**config.mk**
```make
export PLATFORM = sky130hd
export DESIGN_NAME = pkt_block_sender
export DESIGN_NICKNAME = d
export VERILOG_FILES = /design/src/rtl/pbs_pkg.sv /design/src/rtl/pbs_crc16.sv /design/src/rtl/pbs_segmenter.sv /design/src/rtl/pbs_rsp_scan.sv /design/src/rtl/pkt_block_sender.sv
export SDC_FILE = /design/constraint.sdc
export NUM_CORES = 1
export LEC_CHECK = 0
export CELL_PAD_IN_SITES_DETAIL_PLACEMENT = 2
export CELL_PAD_IN_SITES_GLOBAL_PLACEMENT = 2
export CORE_MARGIN = 4
export CORE_UTILIZATION = 33
export CTS_CLUSTER_SIZE = 20
export DETAILED_ROUTE_END_ITERATION = 6
export GPL_ROUTABILITY_DRIVEN = 0
export GPL_TIMING_DRIVEN = 0
export PLACE_DENSITY_LB_ADDON = 0.05
export SLEW_MARGIN = 30
export SYNTH_ARGS = -nofsm -noshare
export SYNTH_HDL_FRONTEND = slang
export SYNTH_HIERARCHICAL = 1
export SYNTH_SLANG_ARGS = --single-unit
```
**constraint.sdc**
```tcl
create_clock -name clk -period 2.95 [get_ports clk]
set_clock_uncertainty 0.15 [all_clocks]
set_input_delay 0.4425 -clock clk [delete_from_list [all_inputs] [get_ports clk]]
set_output_delay 0.4425 -clock clk [all_outputs]
set_load 0.02 [all_outputs]
```
**src/rtl/pbs_pkg.sv**
```systemverilog
`timescale 1ns/1ps
package pbs_pkg;

    typedef enum logic [2:0] {
        ST_IDLE,
        ST_TAG,
        ST_DATA,
        ST_CRC_HI,
        ST_CRC_LO,
        ST_COLLECT,
        ST_EVAL,
        ST_REPORT
    } pbs_state_e;

    typedef enum logic [1:0] {
        STAT_OK       = 2'd0,
        STAT_SHORT    = 2'd1,
        STAT_NO_START = 2'd2,
        STAT_BAD_RSP  = 2'd3
    } pbs_status_e;

    localparam logic [3:0]  TAG_NIBBLE  = 4'hF;
    localparam logic [3:0]  RSP_NIBBLE  = 4'hC;
    localparam logic [3:0]  RSP_LAST    = 4'h3;
    localparam logic [1:0]  ORD_FIRST   = 2'd1;
    localparam logic [1:0]  ORD_INNER   = 2'd2;
    localparam logic [1:0]  ORD_LAST    = 2'd3;
    localparam logic [15:0] CRC_POLY    = 16'h1021;
    localparam logic [15:0] CRC_SEED    = 16'hFFFF;
    localparam int          RSP_BYTES   = 4;

    // one byte of an MSB-first CRC-16 update
    function automatic logic [15:0] crc16_step(input logic [15:0] c, input logic [7:0] b);
        logic [15:0] r;
        r = c ^ {b, 8'h00};
        for (int k = 0; k < 8; k++) begin
            r = r[15] ? ((r << 1) ^ CRC_POLY) : (r << 1);
        end
        return r;
    endfunction

endpackage

```
**src/rtl/pbs_crc16.sv**
```systemverilog
`timescale 1ns/1ps
module pbs_crc16 (
    input  logic        clk,
    input  logic        rst_n,
    input  logic        seed_ld,
    input  logic        take,
    input  logic [7:0]  din,
    output logic [15:0] crc
);
    import pbs_pkg::*;

    logic [15:0] crc_q;

    always_ff @(posedge clk or negedge rst_n) begin
        if (!rst_n) begin
            crc_q <= CRC_SEED;
        end else if (seed_ld) begin
            crc_q <= CRC_SEED;
        end else if (take) begin
            crc_q <= crc16_step(crc_q, din);
        end
    end

    assign crc = crc_q;
endmodule

```
**src/rtl/pbs_segmenter.sv**
```systemverilog
`timescale 1ns/1ps
module pbs_segmenter #(
    parameter int LEN_W   = 20,
    parameter int SEL_W   = 3,
    parameter int LOG_MIN = 8,
    parameter int SEL_MAX = 5
) (
    input  logic             clk,
    input  logic             rst_n,
    input  logic             load,
    input  logic [LEN_W-1:0] total_len,
    input  logic [SEL_W-1:0] pkt_sel,
    input  logic             pkt_open,
    input  logic             byte_take,
    output logic [1:0]       order,
    output logic             pkt_end,
    output logic             final_pkt
);
    import pbs_pkg::*;

    localparam int PKT_W = LOG_MIN + SEL_MAX + 1;
    localparam int CMP_W = (LEN_W > PKT_W) ? LEN_W : PKT_W;

    logic [CMP_W-1:0] rem_q, left_q, size_q;
    logic             first_q, final_q;
    logic [SEL_W-1:0] sel_eff;
    logic             fits;

    assign sel_eff = (pkt_sel > SEL_W'(SEL_MAX)) ? SEL_W'(SEL_MAX) : pkt_sel;
    assign fits    = (rem_q <= size_q);

    always_comb begin
        if (fits)         order = ORD_LAST;
        else if (first_q) order = ORD_FIRST;
        else              order = ORD_INNER;
    end

    always_ff @(posedge clk or negedge rst_n) begin
        if (!rst_n) begin
            rem_q   <= '0;
            left_q  <= '0;
            size_q  <= '0;
            first_q <= 1'b0;
            final_q <= 1'b0;
        end else if (load) begin
            rem_q   <= CMP_W'(total_len);
            size_q  <= CMP_W'(1) << (LOG_MIN + int'(sel_eff));
            left_q  <= '0;
            first_q <= 1'b1;
            final_q <= 1'b0;
        end else begin
            if (pkt_open) begin
                left_q  <= fits ? rem_q : size_q;
                first_q <= 1'b0;
                final_q <= fits;
            end
            if (byte_take) begin
                left_q <= left_q - CMP_W'(1);
                rem_q  <= rem_q - CMP_W'(1);
            end
        end
    end

    assign pkt_end   = (left_q == CMP_W'(1));
    assign final_pkt = final_q;
endmodule

```
**src/rtl/pbs_rsp_scan.sv**
```systemverilog
`timescale 1ns/1ps
module pbs_rsp_scan (
    input  logic [31:0] win,
    output logic        found,
    output logic        good
);
    import pbs_pkg::*;

    // later index wins: walk downward and keep the first hit
    always_comb begin
        found = 1'b0;
        good  = 1'b0;
        for (int i = RSP_BYTES - 2; i >= 0; i--) begin
            if (!found && (win[i*8+4 +: 4] == RSP_NIBBLE)) begin
                found = 1'b1;
                good  = (win[i*8 +: 4] == RSP_LAST) && (win[(i+1)*8 +: 8] == 8'h00);
            end
        end
    end
endmodule

```
**src/rtl/pkt_block_sender.sv**
```systemverilog
`timescale 1ns/1ps
module pkt_block_sender #(
    parameter int LEN_W   = 20,
    parameter int SEL_W   = 3,
    parameter int LOG_MIN = 8,
    parameter int SEL_MAX = 5,
    parameter int MIN_LEN = 5
) (
    input  logic             clk,
    input  logic             rst_n,
    input  logic             start,
    input  logic [LEN_W-1:0] total_len,
    input  logic [SEL_W-1:0] pkt_sel,
    input  logic             crc_en,
    input  logic             in_valid,
    input  logic [7:0]       in_data,
    output logic             in_ready,
    output logic             tx_valid,
    output logic [7:0]       tx_data,
    input  logic             tx_ready,
    input  logic             rx_valid,
    input  logic [7:0]       rx_data,
    output logic             rx_ready,
    output logic             busy,
    output logic             done,
    output logic [1:0]       status
);
    import pbs_pkg::*;

    localparam int RIDX_W = $clog2(RSP_BYTES);

    pbs_state_e        state_q, state_d;
    pbs_status_e       status_q;
    logic              crc_on_q;
    logic [31:0]       rsp_q;
    logic [RIDX_W-1:0] ridx_q;

    logic        too_short, accept, take, pkt_open;
    logic [1:0]  order;
    logic        pkt_end, final_pkt;
    logic [15:0] crc;
    logic        scan_found, scan_good;

    assign too_short = (total_len < LEN_W'(MIN_LEN));
    assign accept    = (state_q == ST_IDLE) && start;
    assign take      = (state_q == ST_DATA) && in_valid && tx_ready;
    assign pkt_open  = (state_q == ST_TAG) && tx_ready;

    pbs_segmenter #(
        .LEN_W   (LEN_W),
        .SEL_W   (SEL_W),
        .LOG_MIN (LOG_MIN),
        .SEL_MAX (SEL_MAX)
    ) u_seg (
        .clk       (clk),
        .rst_n     (rst_n),
        .load      (accept && !too_short),
        .total_len (total_len),
        .pkt_sel   (pkt_sel),
        .pkt_open  (pkt_open),
        .byte_take (take),
        .order     (order),
        .pkt_end   (pkt_end),
        .final_pkt (final_pkt)
    );

    pbs_crc16 u_crc (
        .clk     (clk),
        .rst_n   (rst_n),
        .seed_ld (state_q == ST_TAG),
        .take    (take),
        .din     (in_data),
        .crc     (crc)
    );

    pbs_rsp_scan u_scan (
        .win   (rsp_q),
        .found (scan_found),
        .good  (scan_good)
    );

    // next-state logic
    always_comb begin
        state_d = state_q;
        unique case (state_q)
            ST_IDLE:    if (start) state_d = too_short ? ST_REPORT : ST_TAG;
            ST_TAG:     if (tx_ready) state_d = ST_DATA;
            ST_DATA:    if (take && pkt_end) begin
                            if (crc_on_q)       state_d = ST_CRC_HI;
                            else if (final_pkt) state_d = ST_COLLECT;
                            else                state_d = ST_TAG;
                        end
            ST_CRC_HI:  if (tx_ready) state_d = ST_CRC_LO;
            ST_CRC_LO:  if (tx_ready) state_d = final_pkt ? ST_COLLECT : ST_TAG;
            ST_COLLECT: if (rx_valid && (ridx_q == RIDX_W'(RSP_BYTES - 1))) state_d = ST_EVAL;
            ST_EVAL:    state_d = ST_REPORT;
            ST_REPORT:  state_d = ST_IDLE;
            default:    state_d = ST_IDLE;
        endcase
    end

    // state register
    always_ff @(posedge clk or negedge rst_n) begin
        if (!rst_n) state_q <= ST_IDLE;
        else        state_q <= state_d;
    end

    // datapath registers
    always_ff @(posedge clk or negedge rst_n) begin
        if (!rst_n) begin
            status_q <= STAT_OK;
            crc_on_q <= 1'b0;
            rsp_q    <= '0;
            ridx_q   <= '0;
        end else begin
            if (accept) begin
                crc_on_q <= crc_en;
                ridx_q   <= '0;
                if (too_short) status_q <= STAT_SHORT;
            end
            if ((state_q == ST_COLLECT) && rx_valid) begin
                rsp_q[ridx_q*8 +: 8] <= rx_data;
                ridx_q               <= ridx_q + RIDX_W'(1);
            end
            if (state_q == ST_EVAL) begin
                if (!scan_found)     status_q <= STAT_NO_START;
                else if (!scan_good) status_q <= STAT_BAD_RSP;
                else                 status_q <= STAT_OK;
            end
        end
    end

    // outputs
    always_comb begin
        tx_valid = 1'b0;
        tx_data  = 8'h00;
        in_ready = 1'b0;
        rx_ready = 1'b0;
        busy     = (state_q != ST_IDLE);
        done     = 1'b0;
        unique case (state_q)
            ST_TAG: begin
                tx_valid = 1'b1;
                tx_data  = {TAG_NIBBLE, 2'b00, order};
            end
            ST_DATA: begin
                tx_valid = in_valid;
                tx_data  = in_data;
                in_ready = tx_ready;
            end
            ST_CRC_HI: begin
                tx_valid = 1'b1;
                tx_data  = crc[15:8];
            end
            ST_CRC_LO: begin
                tx_valid = 1'b1;
                tx_data  = crc[7:0];
            end
            ST_COLLECT: rx_ready = 1'b1;
            ST_REPORT:  done = 1'b1;
            default: ;
        endcase
    end

    assign status = status_q;
endmodule

```
Yosys cells after proc, flatten, opt, wreduce, memory -nomap -nowiden:

Cells that the tools add are included.

* register bits: 118
* output and inout bits: 15
* word-level logic and storage cells: 135
* RAM bits: 0
* memory bits (read-only): 0
* bits in latches: 0
* bits of input ports: 46
* memories kept: 0

* reductions and logical operators: 31
* eq/ne operators: 21
* $lt $le $gt $ge: 3
* divide/modulo/power cells: 0
* bitwise gates (word level): 9
* $add $sub $neg: 5
* multiplexer cells: 52
* shift-type cells: 3
* multipliers: 0

Operator list (number)
* 20-bit two-way mux: 6
* 13-bit two-way mux: 8
* 20-bit by 1-bit subtractor with 20-bit output, second input constant: 2
* 5-bit negator with 34-bit output: 1
* 8-bit by 34-bit variable shift with 32-bit output, first input constant: 1
* 8-bit by 34-bit indexed part select with 32-bit output: 1
* 32-bit bitwise mux: 1
* 16-bit two-way mux: 2
* 8-bit case mux with 4 select lines: 1
* 1-bit by 32-bit << shifter with 20-bit output, first input constant: 1
* 3-bit two-way mux: 10
* 8-bit zero test: 3
* 3-bit NOT: 8
* 3-bit case mux with 8 select lines: 1
* 20-bit by 1-bit equality test with 1-bit output, second input constant: 1
* 20-bit <= comparator: 1
* 20-bit by 3-bit < comparator with 1-bit output, second input constant: 1
* 2-bit two-way mux: 9
* 16-bit bitwise XOR: 1
* 1-bit logical AND: 13
* 1-bit two-way mux: 13
* 3-bit equality test, second input constant: 4
* 4-bit by 2-bit equality test with 1-bit output, second input constant: 3
* 4-bit equality test, second input constant: 3
* 16 further kinds: 29

Logic depth before layout (Yosys ltp):

Gate-level depths: netlist (run 1).

* depth in word-level cells: 19
* gate-level depth with buffers: 12
* depth with buffers taken out: 11

Cells and area by module:

Netlist (run 1), hierarchy kept.

Modules (own cells, without submodules)
* pbs_segmenter: times used 1, sequential area each 1251.2 µm², area each 3007.9 µm², cells each 344
* pkt_block_sender: times used 1, sequential area each 1001.0 µm², area each 2260.9 µm², cells each 261
* pbs_crc16: times used 1, sequential area each 420.4 µm², area each 1038.5 µm², cells each 80
* pbs_rsp_scan: times used 1, sequential area each 0.0 µm², area each 151.4 µm², cells each 22

Least setup slack after synthesis (run 1):

Ideal clock, no wire load.

* path type: reg2out
* start: register u_seg.rem_q[11]
* end: output port tx_data[0]
* buffers on the path: 1
* cell stages (with the launch flop): 11
* required time: 2.358 ns
* slack: -0.129 ns
* arrival time: 2.486 ns
* cell sequence: dfrtp_1 > ha_1 > and4_1 > nand4_1 > nor2_1 > o21ai_1 > clkbuf_1 > nand2b_1 > mux2_2 > a22oi_1 > o21ai_0

* cells in the longest elaborated chain, start to end: 3

Ends and longest elaborated chain
* start, declared: RTL line pbs_segmenter.sv:24 `logic [CMP_W-1:0] rem_q, left_q, size_q;`
* start signal, assigned: RTL line pbs_segmenter.sv:46 `rem_q <= CMP_W'(total_len);`
* start signal, assigned: RTL line pbs_segmenter.sv:59 `rem_q <= rem_q - CMP_W'(1);`
* 20-bit <= comparator: RTL line pbs_segmenter.sv:30 `assign fits = (rem_q <= size_q);`
* 2-bit two-way mux: RTL line pbs_segmenter.sv:33 `if (fits) order = ORD_LAST;`
* net order[0]: RTL line pkt_block_sender.sv:39 `logic [1:0] order;`
* 8-bit case mux with 4 select lines: RTL line pkt_block_sender.sv:141 `unique case (state_q)`
* end, declared: RTL line pkt_block_sender.sv:19 `output logic [7:0] tx_data,`

The timed path passes the listed nets, and every way through them passes these cells.

Worst setup path after layout (run 1):

* start: register u_seg.size_q[14]
* end: output port tx_data[0]

* cells in the longest elaborated chain, start to end: 3

Ends and longest elaborated chain
* start, declared: RTL line pbs_segmenter.sv:24
* start signal, assigned: RTL line pbs_segmenter.sv:47 `size_q <= CMP_W'(1) << (LOG_MIN + int'(sel_eff));`
* 20-bit <= comparator: RTL line pbs_segmenter.sv:30
* 2-bit two-way mux: RTL line pbs_segmenter.sv:33
* net order[0]: RTL line pkt_block_sender.sv:39
* 8-bit case mux with 4 select lines: RTL line pkt_block_sender.sv:141

The timed path passes the listed nets, and every way through them passes these cells.

==> metrics.txt, run 1 <==
Yosys reg bits=about 110; Post-synth EDFFs=0; FMAX=approximately 330 MHz; final setup violation count=2; largest family of logic cells by synthesized area=simple AND/OR/NAND/NOR gates; reg-to-reg slack, setup=about 0.030 ns; Die X-Extent=roughly 150 um; total routed wirelength=about 23 mm; Worst setup SP type=flop; Initial Util=0.341; status=finished with violations; share of layout cells above drive strength 1=0.213; Worst EP arrival=~2.5 ns; CORE AREA=~19000 um2; global route overflow=0; Root Buffer=clkbuf_16; Slowest-stage cell, CP=dfrtp_1; Async S/R FF share, synth=1.00; clock sink total=between 100 and 150; Seq/Total Area, Yosys=0.414; WL/cell=approximately 22 um; non-filler instance count after layout=roughly 1100; Port Buffers=60; crit path kind=reg2out; first-pass GRT wire length=roughly 37 mm; worst path required time=between 2 and 2.5 ns; max-slew violations=0; Hold Slack=around 0.34 ns; Post-DRT Antenna Nets=0; Peak VDD IR=~0.0005 V; num rows=50; TritonCTS Buffers=9; CTS tree=built; Detailed Place HPWL=16.5 mm; post-synthesis mux area share=0.0203; Crit path top cell by count=a21oi_2; Final WS setup=-0.107 ns; Gate Count Post-Synth=between 700 and 800; GRT Resource Usage Total=0.216; yosys warns=6; Worst setup EP type=primary output; Crit path depth=12; commonest register cell after synthesis=dfrtp_1; nets=872; Adder-Cell Fraction of Synth Area=0.0310; Max Cap Viol=0; Mapped Area=between 6000 and 7000 um2; I/O pins=61; deepest clock path buffer count=2; Cell Chain, Critical Path=inv_2 > ha_4 > nand4_1 > a21oi_2 > a21oi_2 > o21ai_4 > buf_8 > nand2b_4 > mux2_4 > a22oi_2 > o21ai_2 > buf_6; compound-cell area share of the yosys netlist=0.173; Mean Syn Cell Area=between 9 and 10 um2; RSZ-0062 raised after global routing=true; largest net degree at the start of global routing=67; Reg-to-Reg End=state_q[2]$_DFFE_PN0P_; Reg-to-Reg Start=u_seg/left_q[13]$_DFFE_PN0P_; Vias/cell=~5.4; Placement Setup Slack=-1.32 ns; syn_nets=769; Crit Path Max Fanout=3; Synth Area in XOR/XNOR=0.0901; P_leak=0.00340 uW; Die ar.=between 20000 and 25000 um2; max-slew headroom at the worst pin=0.525; chip height=between 100 and 150 um; post-synth cell types=slightly above 80; CP max stage delay=0.38 ns; Worst Setup SP=u_seg/size_q[14]$_DFFE_PN0P_; Min-Delay Path Class=reg2reg; H-tree Lvls=3; Slew @ Worst Pin=approximately 0.7 ns; Reg2Reg Depth=8; CP Buf/Inv Count=3; Synth-to-Final Area Change=28.7%; DRC=0; Vias=5854; power density over cell area=approximately 1100 nW/um2; drt initial violations=245; fin crit period=between 3 and 4 ns; crit share post-route=1.04; Inserted Diodes=0; failing checks=negative setup slack; vias in the first global route=slightly below 7000; Top delay family on crit path=compound AO/OA/AOI/OAI gates; clock slew at reported path FFs=about 0.080 ns; Final Hold Fails=0; CP Capture Point=tx_data[0]; Clock Latency Late Sink=0.36 ns; Pwr Total=9010 uW; cell total after placement=a little over 1000; Synth Area in Simple Gates=0.233; initial antenna violation count=0; drt pass-1 iters=4
==> metal layers <==
metal	global-route usage	vias up	share of wire
li1	-	2733	-
met1	0.288	2996	0.46
met2	0.370	95	0.49
met3	0.0328	30	0.036
met4	0.0559	0	0.019
met5	0	-	0
==> power breakdown <==
part	switching (uW)	leakage, uW	internal (uW)
clock	597	0.000163	772
combinational	2740	0.00188	2340
sequential	539	0.00136	2010
==> cell usage in the layout (no fill, tap or decap), types with 8 or more instances in the layout <==
cell	Yosys	layout
a211o_1	9	9
clkdlybuf4s50_1	0	50
o21ai_1	27	28
nand2_1	115	114
clkbuf_2	0	8
nand3_1	8	8
nor4_1	17	14
clkbuf_16	0	9
nor3_1	25	20
nor2b_1	14	14
nand4_1	8	8
o22ai_1	8	8
xor2_1	13	13
inv_1	21	13
o21ai_0	54	49
ha_1	16	9
nor2_1	42	37
dfstp_2	16	16
inv_2	2	10
buf_4	1	33
dfrtp_1	90	83
a21oi_1	38	34
xnor2_1	21	21
xnor3_1	8	8
==> worst min-delay path by stage <==
stage | from | to | slack [ns] | depth (start not counted)
finish | rsp_q[20]$_DFFE_PN0P_ | rsp_q[20]$_DFFE_PN0P_ | 0.34 | 2
CTS | rsp_q[20]$_DFFE_PN0P_ | rsp_q[20]$_DFFE_PN0P_ | 0.35 | 2
global route | rsp_q[20]$_DFFE_PN0P_ | rsp_q[20]$_DFFE_PN0P_ | 0.38 | 2
floorplan | rst_n | crc_on_q$_DFFE_PN0P_ | -0.003 | 0
global placement | rsp_q[24]$_DFFE_PN0P_ | rsp_q[24]$_DFFE_PN0P_ | 0.32 | 2
detailed placement | rst_n | u_seg/left_q[16]$_DFFE_PN0P_ | 0.21 | 1
==> metrics by stage <==
stage	utilization	TNS, ns	cell area [um2]
floorplan	-	0	6460
global placement	0.390	-347.62	7390
detailed placement	0.391	-32.97	7420
CTS	0.430	-0.534	8150
global route	0.439	-0.518	8320
finish	0.439	-0.160	8320
==> state kept, by name, summed over array words and instances, names as in the netlist <==
register / count
u_crc/crc: 16
u_seg/first_q: 1
crc_on_q: 1
u_seg/left_q: 20
status: 2
rsp_q: 32
ridx_q: 2
state_q: 3
u_seg/final_pkt: 1
u_seg/size_q: 8
u_seg/rem_q: 20
==> timing repair <==
item	in CTS	in global routing
gates resized for setup	72	38
cloned	0	0
hold buffers	1	0
endpoints found under the hold margin	40	0
setup endpoints to repair	59	55
setup buffers	22	10
pin swaps	16	13
==> synthesized netlist by cell type, drive strengths merged, types with 2 or more instances <==
cell	n	area share
xnor3	8	0.028
nand4	8	0.0077
dfstp	16	0.065
a21oi	38	0.029
inv	23	0.013
nand3	9	0.0077
nand2b	8	0.0077
a22oi	6	0.0070
o21ai	82	0.064
nand2	118	0.070
o31ai	4	0.0046
a211o	9	0.012
xnor2	23	0.035
nor2b	14	0.014
and2	4	0.0039
mux2	6	0.011
nor3	29	0.026
clkbuf	18	0.010
nand3b	4	0.0046
nor4b	5	0.0087
and3	4	0.0039
buf	14	0.015
o32ai	3	0.0052
nor3b	7	0.010
a221o	6	0.0093
o22ai	8	0.0077
mux2i	6	0.0093
a21o	3	0.0035
xor2	15	0.023
and4	3	0.0041
a22o	4	0.0054
nor2	42	0.024
nor4	17	0.016
or3	6	0.0074
dfrtp	90	0.35
o21a	2	0.0023
nand4b	3	0.0041
ha	16	0.031
or4	3	0.0041
==> worst reg2reg max path: stages (launching register included) <==
cell and delay [ns]:
dfrtp_1 0.42, or3_4 0.39, or3_4 0.35, or4_4 0.47, nor4_4 0.30, a21oi_1 0.13
nor2b_1 0.16, o32ai_2 0.13, mux2_4 0.31
==> cell type report <==
type,instances,area (um2)
fill,2047,10600
multi-input combinational,546,3810
sequential,106,2680
timing repair buffer,94,900
tap,260,325
clock buffer,10,239
buffer,30,189
clock inverter,6,87.6
inverter,23,86.3
==> kinds of logic after synthesis <==
group,count (synthesis)
and+or+nand+nor,290
AOI/OAI and AO/OA,181
xor gates and xnor gates,47
DFF,106
buffers and inverters,55
adders and majority gates,16
muxes,12
(Power assumes the default switching activity.)
==> run 2: changes to the inputs <==
--- a/config.mk
+++ b/config.mk
@@ -9,12 +9,12 @@
 export CELL_PAD_IN_SITES_GLOBAL_PLACEMENT = 2
 export CORE_MARGIN = 4
 export CORE_UTILIZATION = 33
-export CTS_CLUSTER_SIZE = 20
+export CTS_CLUSTER_SIZE = 16
 export DETAILED_ROUTE_END_ITERATION = 6
 export GPL_ROUTABILITY_DRIVEN = 0
 export GPL_TIMING_DRIVEN = 0
 export PLACE_DENSITY_LB_ADDON = 0.05
-export SLEW_MARGIN = 30
+export SLEW_MARGIN = 10
 export SYNTH_ARGS = -nofsm -noshare
 export SYNTH_HDL_FRONTEND = slang
 export SYNTH_HIERARCHICAL = 1
==> run 2 against run 1 <==
  * The run still ends with negative setup slack left
  * Clock power about the same
  * Register-to-register slack improved by 0.04 ns
  * Sequential share of layout area increased by 0.092 points
  * Clock-buffer cell count unchanged
  * Largest power group unchanged
  * Combinational power fell by 1%
  * Total power decreased by 0.40%
==> metrics.txt, run 2 (synthesized netlist as in run 1, its figures left out) <==
CORE AREA=19000 um2 (unchanged); vias in the first global route=6707 (-0.47%); num rows=50 (unchanged); Max Cap Viol=0 (unchanged); RSZ-0062 raised after global routing=true; Vias/cell=5.45 (about the same); max-slew headroom at the worst pin=0.511 (-0.0143); Vias=5846 (-0.14%); drt pass-1 iters=4 (unchanged); power density over cell area=1080 nW/um2 (-0.11%); Hold Slack=0.342 ns (-0.00148 ns); Worst setup EP type=primary output; chip height=148 um (unchanged); Die ar.=21900 um2 (unchanged); power share of the clock group=0.152 (about the same); Port Buffers=60 (unchanged); fin crit period=3.07 ns (+0.0153 ns); TritonCTS Buffers=9 (unchanged); failing checks=negative setup slack; Synth-to-Final Area Change=28.4%; GRT Resource Usage Total=0.217 (about the same); Switching Share=0.433 (+0.00255); status=finished with violations; global route overflow=0 (unchanged); Largest register FFs=32 (unchanged); WL/cell=21.7 um (+0.42%); largest net degree at the start of global routing=67 (unchanged); Largest Register=rsp_q; share of layout cells above drive strength 1=0.203 (-0.0105); Crit Path Max Fanout=3 (unchanged); Inserted Diodes=0 (unchanged); Psw=3890 uW (+0.19%); Slew @ Worst Pin=0.724 ns (+0.0212 ns); Worst setup SP type=flop; final setup violation count=2 (unchanged); Min-Delay Path Class=reg2reg; FMAX=325 MHz (-0.50%); most common cell after layout, fill and taps aside=nand2_1; Regs by FF count=rsp_q x32, u_seg/left_q x20, u_seg/rem_q x20; Final WS setup=-0.122 ns (-0.0153 ns); Power Internal=5080 uW (-0.84%); DRC=0 (unchanged); crit path kind=reg2out; Post-DRT Antenna Nets=0 (unchanged); most frequent cells in the layout=nand2_1 (115), dfrtp_1 (83), o21ai_0 (50), clkdlybuf4s50_1 (50), nor2_1 (37); initial antenna violation count=0 (unchanged); P_leak=0.00339 uW (-0.46%); deepest clock path buffer count=2 (unchanged); nets=870 (-0.23%); Die X-Extent=148 um (unchanged); sequential fraction of design power=0.286 (+0.003); Placement Setup Slack=-1.29 ns (+0.0295 ns); I/O pins=61 (unchanged); Peak VDD IR=0.000482 V (-4.4%); max-slew violations=0 (unchanged); worst path required time=2.36 ns (about the same); Initial Util=0.341 (unchanged); Final Hold Fails=0 (unchanged); drt initial violations=239 (-2.4%); clock slew at reported path FFs=0.08 ns (about the same); total routed wirelength=23.2 mm (+0.23%); crit share post-route=1.04 (+0.00519); Root Buffer=clkbuf_16; Clock Latency Late Sink=0.36 ns (about the same); Detailed Place HPWL=16.5 mm (about the same); combinational fraction of design power=0.562 (-0.003); clock sink total=106 (unchanged); first-pass GRT wire length=37.5 mm (+0.15%); H-tree Lvls=3 (unchanged); CTS tree=built; Worst EP arrival=2.48 ns (+0.02 ns)
-- run 2: layout make-up --
cell class / count / area (um2)
plain buffers: 30 / 188
clock buffers: 10 / 239
multi-input cells: 546 / 3800
well taps: 260 / 325
clock inverters: 6 / 87.6
fillers: 2033 / 10700
inverters: 23 / 86.3
flip-flops and latches: 106 / 2680
repair buffers: 92 / 881
-- run 2: routing by layer --
layer	global-route usage	share of wire	up-vias	wire (um)
met2	0.379	0.50	93	11700
met1	0.284	0.46	3018	10700
met5	0	0	-	0
li1	-	-	2726	-
met3	0.0386	0.029	9	676
met4	0.0379	0.0065	0	151
-- run 2: final timing paths --
check,startpoint,end,slack (ns),cells after the start
max,u_seg/size_q[15]$_DFFE_PN0P_,tx_data[0],-0.12,12
min,rsp_q[20]$_DFFE_PN0P_,rsp_q[20]$_DFFE_PN0P_,0.34,2
max reg2reg,u_seg/left_q[13]$_DFFE_PN0P_,state_q[2]$_DFFE_PN0P_,0.07,9
min reg2reg,rsp_q[20]$_DFFE_PN0P_,rsp_q[20]$_DFFE_PN0P_,0.34,2
max in group asynchronous,rst_n,u_crc/crc[0]$_DFFE_PN1P_,1.50,3
min in group asynchronous,rst_n,u_seg/left_q[16]$_DFFE_PN0P_,0.42,2
-- run 2: worst max-delay path, cell delays in order (launching register included) --
cell	delay (ns)
dfrtp_1	0.38
inv_2	0.06
ha_4	0.28
nand4_1	0.15
a21oi_2	0.17
a21oi_2	0.09
o21ai_4	0.19
buf_8	0.13
nand2b_4	0.05
mux2_4	0.27
a22oi_2	0.13
o21ai_2	0.07
buf_6	0.13
-- run 2: power by group through the flow --
stage	Combinational [uW]	Clock, uW	Sequential [uW]
after floorplan	3000	0	2410
after global placement	4130	0	2540
after detailed placement	4310	0	2590
after CTS	4800	1420	2550
after global routing	5500	1470	2640
final	5040	1370	2570
-- run 2: stage by stage --
step                      total power [uW]  instance area (um2)  TNS, ns  instances  utilization
after global placement                6680                 7390  -347.62       1027        0.390
after detailed placement              6890                 7420   -31.96       1028        0.391
after CTS                             8760                 8100   -0.590       1061        0.427
after global routing                  9610                 8290   -0.686       1073        0.437
after floorplan                       5410                 6460        0        707            -
final                                 8970                 8290   -0.239       1073        0.437
-- run 2: timing repair --
item	CTS	global route
gates resized for setup	71	29
hold buffers	1	0
buffers inserted	18	12
endpoints found under the hold margin	40	0
endpoints found under the setup margin	64	41
pin swaps	12	12
